### src/rtl/status_flag_reg.sv
module status_flag_reg #(
  parameter int CMD_W = 16,
  parameter int NFLAG = 8
) (
  input  logic             clk,
  input  logic             rst_n,
  input  logic             cmd_we,
  input  logic [CMD_W-1:0] cmd_data,
  input  logic [4:0]       err_en,
  input  logic [5:0]       hw_err,
  input  logic             busy_in,
  output logic [15:0]      status,
  output logic             err_irq
);
  // flag order: 0 en, 1 ms, 2 me, 3 te, 4 re, 5 ae, 6 tue, 7 rue
  logic [NFLAG-1:0] f_q, set_v, clr_v, hw_v, nxt;

  assign set_v = cmd_we ? {cmd_data[5], cmd_data[15], cmd_data[14], cmd_data[13],
                           cmd_data[12], cmd_data[7], cmd_data[3], cmd_data[1]} : '0;
  assign clr_v = cmd_we ? {cmd_data[4], cmd_data[11], cmd_data[10], cmd_data[9],
                           cmd_data[8], cmd_data[6], cmd_data[2], cmd_data[0]} : '0;
  assign hw_v  = {hw_err[5] & err_en[4], hw_err[4] & err_en[3], hw_err[3] & err_en[2],
                  hw_err[2] & err_en[1], hw_err[1] & err_en[0], hw_err[0], 2'b00};

  assign nxt = hw_v | (set_v & ~clr_v) | (f_q & ~(clr_v & ~set_v));

  always_ff @(posedge clk or negedge rst_n) begin
    if (!rst_n) f_q <= '0;
    else        f_q <= nxt;
  end

  assign status  = {2'b00, busy_in, f_q[7:2], 5'b00000, f_q[1:0]};
  assign err_irq = |f_q[7:2];
endmodule


### config.mk
export PLATFORM = sky130hd
export DESIGN_NAME = status_flag_reg
export DESIGN_NICKNAME = d
export VERILOG_FILES = /design/src/rtl/status_flag_reg.sv
export SDC_FILE = /design/constraint.sdc
export NUM_CORES = 1
export LEC_CHECK = 0
export BUFFER_PORTS_ARGS = -buffer_cell sky130_fd_sc_hd__buf_2
export CAP_MARGIN = 20
export CORE_MARGIN = 2
export CORE_UTILIZATION = 37
export DETAILED_ROUTE_END_ITERATION = 6
export MAX_ROUTING_LAYER = met4
export PLACE_DENSITY = 0.81
export REMOVE_ABC_BUFFERS = 1
export SYNTH_ARGS = -nofsm -noshare
export SYNTH_HDL_FRONTEND = slang
export SYNTH_SLANG_ARGS = --single-unit
### constraint.sdc
create_clock -name clk -period 2.8 [get_ports clk]
set_input_delay 0.7 -clock clk [delete_from_list [all_inputs] [get_ports clk]]
set_output_delay 0.7 -clock clk [all_outputs]
set_load 0.01 [all_outputs]
==> tab_implementation.tex, run 1 <==
\begin{tabular}{lr}
\hline
Metric & Value \\
\hline
\multicolumn{2}{l}{\textbf{Clock network}} \\
\quad Clk\_lat worst skew & 0.25 ns \\
\quad Clock tree from TritonCTS & yes \\
\quad Root buffer cell & sky130\_fd\_sc\_hd\_\_clkbuf\_4 \\
\quad Inserted Clock Buffers & 3 \\
\quad Clock-pin slew on the worst setup and hold paths & 0.06 ns \\
\quad Hold-fix buffers, CTS & 0 \\
\quad Post-cts sizing count & 0 \\
\quad Max H-tree Level & 1 \\
\quad Largest buffer count on any clock path & 2 \\
\quad Setup Fix Bufs, Post-CTS & 0 \\
\quad Sinks on the clock net & 8 \\
\multicolumn{2}{l}{\textbf{Pwr}} \\
\quad NetSw & 0.0954 mW \\
\quad Sequential power share & 46.1\% \\
\quad Sw Share & 30.3\% \\
\quad Internal power consumption & 0.220 mW \\
\quad P per Cell Area & 457 nW/µm² \\
\quad Clock power share & 28.0\% \\
\quad Cell leakage power & 0.363 nW \\
\quad Worst IR drop on VDD & 0.255 mV \\
\quad Logic gate share of total power & 26.0\% \\
\quad Total power after layout & 0.315 mW \\
\multicolumn{2}{l}{\textbf{Placement}} \\
\quad Estimated wirelength of the detail-placed design & 897 µm \\
\quad Port Buffer Count & 38 \\
\quad Pre-CTS setup slack & 1.21 ns \\
\quad RePlAce Congestion & 0.713 \\
\quad Placed Area & 667 µm² \\
\multicolumn{2}{l}{\textbf{Yosys}} \\
\quad Synth Register Bits & 8 \\
\quad Unique cell type count in the Yosys netlist & 15 \\
\quad Post-synthesis cell count & 61 \\
\quad Most used flip-flop cell after synthesis & sky130\_fd\_sc\_hd\_\_dfrtp\_1 \\
\quad Share of Yosys cell area claimed by the top area cell type & 39.5\% \\
\quad Share of flip-flops with an asynchronous set or reset after synthesis & 100\% \\
\quad Yosys top cell by area & sky130\_fd\_sc\_hd\_\_dfrtp\_1 \\
\quad Area contributors post-synth & sky130\_fd\_sc\_hd\_\_dfrtp\_1 40\%, sky130\_fd\_sc\_hd\_\_buf\_4 12\%, sky130\_fd\_sc\_hd\_\_a21oi\_1 8.9\% \\
\quad Sequential share of the synthesized area & 39.5\% \\
\quad Top-count cell post-synth & sky130\_fd\_sc\_hd\_\_a21oi\_1 \\
\quad Number of enable-type register cells in the synthesized netlist & 0 \\
\quad Mapped Area & 507 µm² \\
\quad Most frequent cells after synthesis & 9 x sky130\_fd\_sc\_hd\_\_a21oi\_1, 8 x sky130\_fd\_sc\_hd\_\_buf\_4, 8 x sky130\_fd\_sc\_hd\_\_dfrtp\_1 \\
\quad Syn avg cell area & 8.31 µm² \\
\quad Synth Warn \# & 0 \\
\multicolumn{2}{l}{\textbf{Worst hold path}} \\
\quad Class of the most critical hold timing path & input pin to asynchronous set/reset pin \\
\multicolumn{2}{l}{\textbf{Detailed routing}} \\
\quad Count of TritonRoute iterations in the first routing pass & 2 \\
\quad Final ANT Viol Nets & 0 \\
\quad Total wirelength of the detailed-routed design & 1.11 mm \\
\quad Via count of the routed design & 521 \\
\quad Post-DR vias/cell & 4.57 \\
\quad Drc violations & 0 \\
\quad DR iter-0 viols & 9 \\
\quad Routed length per instance & 9.69 µm \\
\multicolumn{2}{l}{\textbf{Floorplanning}} \\
\quad Chip height & 41.0 µm \\
\quad Initial Util & 39.4\% \\
\quad Chip width & 41.0 µm \\
\quad Site Rows & 13 \\
\quad Area enclosed by the die boundary & 1680 µm² \\
\quad Number of top-level design ports & 48 \\
\quad Core Area & 1280 µm² \\
\multicolumn{2}{l}{\textbf{Critical path}} \\
\quad Top fanout value on the critical path & 4 \\
\quad Arrival time at the worst endpoint & 1.16 ns \\
\quad Sort of element at the end of the critical path & primary output \\
\quad Type of origin of the critical path & flop \\
\quad CP Data Required Time & 2.10 ns \\
\quad Classification of the worst setup path & flop to primary output \\
\multicolumn{2}{l}{\textbf{Timing}} \\
\quad Post-route minimum period & 1.86 ns \\
\quad Final worst clock skew & 0 ns \\
\quad Max Freq & 537 MHz \\
\quad Setup repair after global routing missed its margin & no \\
\quad Sum of negative setup slack & 0 ns \\
\quad Endpoints failing hold & 0 \\
\quad Number of pins with negative max-slew slack in the final report & 0 \\
\quad Setup violation total in the final timing report & 0 \\
\quad Final worst setup slack & 0.937 ns \\
\quad Post-route clock period utilization & 66.5\% \\
\multicolumn{2}{l}{\textbf{Global route}} \\
\quad Global-route usage over all layers & 16.9\% \\
\quad Remaining global-route overflow & 0 \\
\quad Vias in the first global route & 449 \\
\quad Antenna violations before repair & 0 \\
\quad Wire length of the first global-routing pass & 1.77 mm \\
\quad Pin count of the biggest net entering global routing & 17 \\
\multicolumn{2}{l}{\textbf{Cells and area}} \\
\quad Layout net count & 132 \\
\quad Biggest registers after layout & f\_q (8) \\
\quad FILL cells & 122 \\
\quad Multi-input gate area in the final layout & 246 µm² \\
\quad Antenna fix cells & 0 \\
\quad Final cell area excluding filler cells & 689 µm² \\
\quad Proportion of layout cells with a drive suffix above 1 & 45.5\% \\
\quad Area growth from synthesis to final layout & 36.0\% \\
\quad Sequential Area & 200 µm² \\
\quad Register ranked first by flip-flop count & f\_q \\
\quad Number of flip-flops under the largest register name & 8 \\
\multicolumn{2}{l}{\textbf{Flow run}} \\
\quad Max-capacitance violation count & 0 \\
\multicolumn{2}{l}{\textbf{Run status}} \\
\quad Outcome & complete, no violations \\
\hline
\end{tabular}
## critical path, cell delays in order (launching register included)
cell	delay (ns)
sky130_fd_sc_hd__dfrtp_1	0.40
sky130_fd_sc_hd__nor4_1	0.29
sky130_fd_sc_hd__nand2_1	0.09
sky130_fd_sc_hd__buf_2	0.14
## through the flow
stage                     hold WS [ns]  instances  util (%)
final                            0.277        114      53.7
after global routing             0.265        114      53.7
after CTS                        0.274        114      53.7
after detailed placement         0.539        111      51.9
after global placement           0.527        111      51.9
after floorplan                  0.404         58         -
## cell usage in the layout (no fill, tap or decap), drive strengths merged
cell / netlist / layout
dfrtp: 8 / 8
a21boi: 5 / 5
conb: 1 / 7
nor2: 3 / 3
buf: 9 / 38
nand2: 9 / 9
clkbuf: 0 / 3
a21oi: 11 / 11
inv: 3 / 3
o21bai: 1 / 1
nand2b: 5 / 5
nor4: 1 / 1
o21ai: 5 / 5
## power groups by stage
stage                     clock [mW]  combinational, mW  sequential (mW)
final                         0.0881             0.0818            0.145
after global routing           0.105             0.0929            0.147
after CTS                     0.0935             0.0828            0.145
after detailed placement           0             0.0825            0.147
after global placement             0             0.0817            0.145
after floorplan                    0             0.0302            0.153
## per-layer routing
layer / share of wire (%) / GRT usage (%) / vias up
met5: 0 / - / -
met4: 0 / 10.0 / 0
met3: 11 / 3.26 / 0
met2: 49 / 27.0 / 32
met1: 40 / 19.5 / 223
li1: - / - / 266
## kinds of logic (layout without fill, tap and decap cells)
kind of cell,Yosys count,after routing,share of synthesized area [%]
compound gates,22,22,26.2
simple gates,18,18,17.3
buf+inv,12,44,16.3
flops,8,8,39.5
other cells,1,7,0.740
## final timing paths
check	to	cells past startpoint	slack (ns)	start
worst min-delay path	f_q[2]$_DFF_PN0_	1	0.28	rst_n
worst min register to register	f_q[1]$_DFF_PN0_	2	0.55	f_q[1]$_DFF_PN0_
max in group asynchronous	f_q[5]$_DFF_PN0_	1	2.36	rst_n
min in group clk	f_q[1]$_DFF_PN0_	2	0.55	f_q[1]$_DFF_PN0_
worst max-delay path	err_irq	3	0.94	f_q[4]$_DFF_PN0_
worst max register to register	f_q[3]$_DFF_PN0_	2	2.01	f_q[3]$_DFF_PN0_
## area by class of cell
class,count,share of cell area [%]
Clock buffer,3,3.27
Sequential cell,8,29.0
Timing Repair Buffer,38,27.6
Multi-Input combinational cell,47,35.8
Inverter,3,1.63
Tap cell,15,2.72
Note: power is estimated with default switching activity, not from simulation.
==> run 2, diff against run 1 <==
--- a/config.mk
+++ b/config.mk
@@ -8,10 +8,10 @@
 export BUFFER_PORTS_ARGS = -buffer_cell sky130_fd_sc_hd__buf_2
 export CAP_MARGIN = 20
 export CORE_MARGIN = 2
-export CORE_UTILIZATION = 37
+export CORE_UTILIZATION = 31
 export DETAILED_ROUTE_END_ITERATION = 6
 export MAX_ROUTING_LAYER = met4
-export PLACE_DENSITY = 0.81
+export PLACE_DENSITY = 0.73
 export REMOVE_ABC_BUFFERS = 1
 export SYNTH_ARGS = -nofsm -noshare
 export SYNTH_HDL_FRONTEND = slang
==> constraint.sdc (replaced) <==
create_clock -name clk -period 1.6 [get_ports clk]
set_input_delay 0.4 -clock clk [delete_from_list [all_inputs] [get_ports clk]]
set_output_delay 0.4 -clock clk [all_outputs]
set_load 0.01 [all_outputs]
==> run 2 against run 1 <==
Effect of this change: global-route usage decreased by 3.4 points; flip-flop and latch count unchanged; via count is 2.7% higher; first-iteration DRC count is 78% lower; sequential share of layout area shrank 1.6 points; utilization decreased by 5.8 points; routed wire length grew 8.5%; die area rose by 17%; largest cell class unchanged; largest power group unchanged; highest routed layer unchanged.
==> tab_implementation.tex, run 2 (synthesized netlist as in run 1, its figures left out) <==
\begin{tabular}{lr}
\hline
Metric & Value \\
\hline
\multicolumn{2}{l}{\textbf{Global route}} \\
\quad Global-route usage over all layers & 13.5\% \\
\quad Vias in the first global route & 455 \\
\quad Antenna violations before repair & 0 \\
\quad Wire length of the first global-routing pass & 1.84 mm \\
\quad Pin count of the biggest net entering global routing & 17 \\
\quad Remaining global-route overflow & 0 \\
\multicolumn{2}{l}{\textbf{Critical path}} \\
\quad Type of origin of the critical path & flop \\
\quad Cell at the slowest stage of the critical path & sky130\_fd\_sc\_hd\_\_dfrtp\_1 \\
\quad Slowest cell delay on critical path & 0.40 ns \\
\quad CP Data Required Time & 1.20 ns \\
\quad Series of cell instances along the critical path & nor4\_2 -> nand2\_1 -> buf\_2 \\
\quad Arrival time at the worst endpoint & 1.15 ns \\
\quad Sort of element at the end of the critical path & primary output \\
\quad Top fanout value on the critical path & 2 \\
\quad Classification of the worst setup path & flop to primary output \\
\quad Number of buffer and inverter instances along the worst setup path & 1 \\
\quad Worst path top cell family by delay & flip-flops \\
\multicolumn{2}{l}{\textbf{Timing}} \\
\quad Final worst clock skew & 0 ns \\
\quad Max Freq & 644 MHz \\
\quad Number of pins with negative max-slew slack in the final report & 0 \\
\quad Fin Hold WS & 0.347 ns \\
\quad Setup violation total in the final timing report & 0 \\
\quad Post-route minimum period & 1.55 ns \\
\quad Endpoints failing hold & 0 \\
\quad Post-route clock period utilization & 97.1\% \\
\multicolumn{2}{l}{\textbf{Floorplanning}} \\
\quad Area enclosed by the die boundary & 1970 µm² \\
\quad Chip height & 44.4 µm \\
\quad Chip width & 44.4 µm \\
\quad Core Area & 1520 µm² \\
\quad Number of top-level design ports & 48 \\
\quad Site Rows & 14 \\
\quad Initial Util & 33.3\% \\
\multicolumn{2}{l}{\textbf{Clock network}} \\
\quad Clock tree from TritonCTS & yes \\
\quad Max H-tree Level & 1 \\
\quad Root buffer cell & sky130\_fd\_sc\_hd\_\_clkbuf\_4 \\
\quad Clock-pin slew on the worst setup and hold paths & 0.05 ns \\
\quad Clk\_lat worst skew & 0.24 ns \\
\quad Inserted Clock Buffers & 3 \\
\quad Largest buffer count on any clock path & 2 \\
\quad Sinks on the clock net & 8 \\
\multicolumn{2}{l}{\textbf{Detailed routing}} \\
\quad Routed length per instance & 10.1 µm \\
\quad Final ANT Viol Nets & 0 \\
\quad Total wirelength of the detailed-routed design & 1.20 mm \\
\quad DR iter-0 viols & 2 \\
\quad Drc violations & 0 \\
\quad Post-DR vias/cell & 4.50 \\
\quad Via count of the routed design & 535 \\
\quad Count of TritonRoute iterations in the first routing pass & 3 \\
\multicolumn{2}{l}{\textbf{Cells and area}} \\
\quad Layout net count & 136 \\
\quad Biggest registers after layout & f\_q (8) \\
\quad Register ranked first by flip-flop count & f\_q \\
\quad Number of flip-flops under the largest register name & 8 \\
\quad Most used cells in the layout excluding fill and tap cells & 38 x sky130\_fd\_sc\_hd\_\_buf\_2, 9 x sky130\_fd\_sc\_hd\_\_a21oi\_1, 8 x sky130\_fd\_sc\_hd\_\_dfrtp\_1 \\
\quad Area growth from synthesis to final layout & 44.0\% \\
\quad Proportion of layout cells with a drive suffix above 1 & 47.6\% \\
\quad Antenna fix cells & 0 \\
\quad Most common cell after layout, fill and taps aside & sky130\_fd\_sc\_hd\_\_buf\_2 \\
\quad Final cell area excluding filler cells & 729 µm² \\
\multicolumn{2}{l}{\textbf{Pwr}} \\
\quad Cell leakage power & 0.381 nW \\
\quad P per Cell Area & 783 nW/µm² \\
\quad Worst IR drop on VDD & 0.480 mV \\
\quad Total power after layout & 0.571 mW \\
\multicolumn{2}{l}{\textbf{Placement}} \\
\quad Port Buffer Count & 38 \\
\quad Placed Area & 668 µm² \\
\quad RePlAce Congestion & 0.660 \\
\multicolumn{2}{l}{\textbf{Worst hold path}} \\
\quad Class of the most critical hold timing path & input pin to flop \\
\multicolumn{2}{l}{\textbf{Run status}} \\
\quad Outcome & complete, no violations \\
\multicolumn{2}{l}{\textbf{Flow run}} \\
\quad Max-capacitance violation count & 0 \\
\hline
\end{tabular}
-- run 2: area by class of cell --
class	instances	area, µm²
Inverter	3	11.3
Multi-Input combinational cell	47	253
Clock buffer	3	22.5
Timing Repair Buffer	42	223
Fill cell	160	795
Sequential cell	8	200
Tap cell	16	20.0
-- run 2: power by group --
part / switching [mW] / internal (mW)
Clock: 0.0655 / 0.0857
Sequential: 0.0242 / 0.229
Combinational: 0.0820 / 0.0851
Total: 0.172 / 0.400
-- run 2: what timing repair did --
| action | in CTS | in global routing |
|---|---|---|
| resized for setup | 0 | 1 |
| hold buffers | 1 | 0 |
| buffers inserted | 0 | 3 |
| setup endpoints to repair | 0 | 1 |
| endpoints found under the hold margin | 8 | 0 |
-- run 2: per-stage QoR --
stage	worst slack (ns)	cells	TNS, ns	util, %
floorplan	0.400	58	0	-
global placement	0.320	112	0	43.8
detailed placement	0.303	112	0	43.8
CTS	0.0270	116	0	46.0
global route	-0.0327	119	-0.0327	47.9
finish	0.0465	119	0	47.9
-- run 2: worst paths after layout --
kind	start	end	slack, ns	depth (start not counted)
worst max-delay path	f_q[7]$_DFF_PN0_	err_irq	0.05	3
worst min-delay path	hw_err[0]	f_q[2]$_DFF_PN0_	0.35	2
worst max register to register	f_q[4]$_DFF_PN0_	f_q[4]$_DFF_PN0_	0.68	3
worst min register to register	f_q[0]$_DFF_PN0_	f_q[0]$_DFF_PN0_	0.55	2
max in group asynchronous	rst_n	f_q[2]$_DFF_PN0_	0.91	2
min in group asynchronous	rst_n	f_q[6]$_DFF_PN0_	0.53	2
-- run 2: metal layers --
layer	GRT usage (%)	vias to the layer above	part of all wire [%]
met5	-	-	0
met2	22.1	34	48
met4	3.64	0	0
li1	-	275	-
met1	15.5	226	42
met3	4.90	0	10
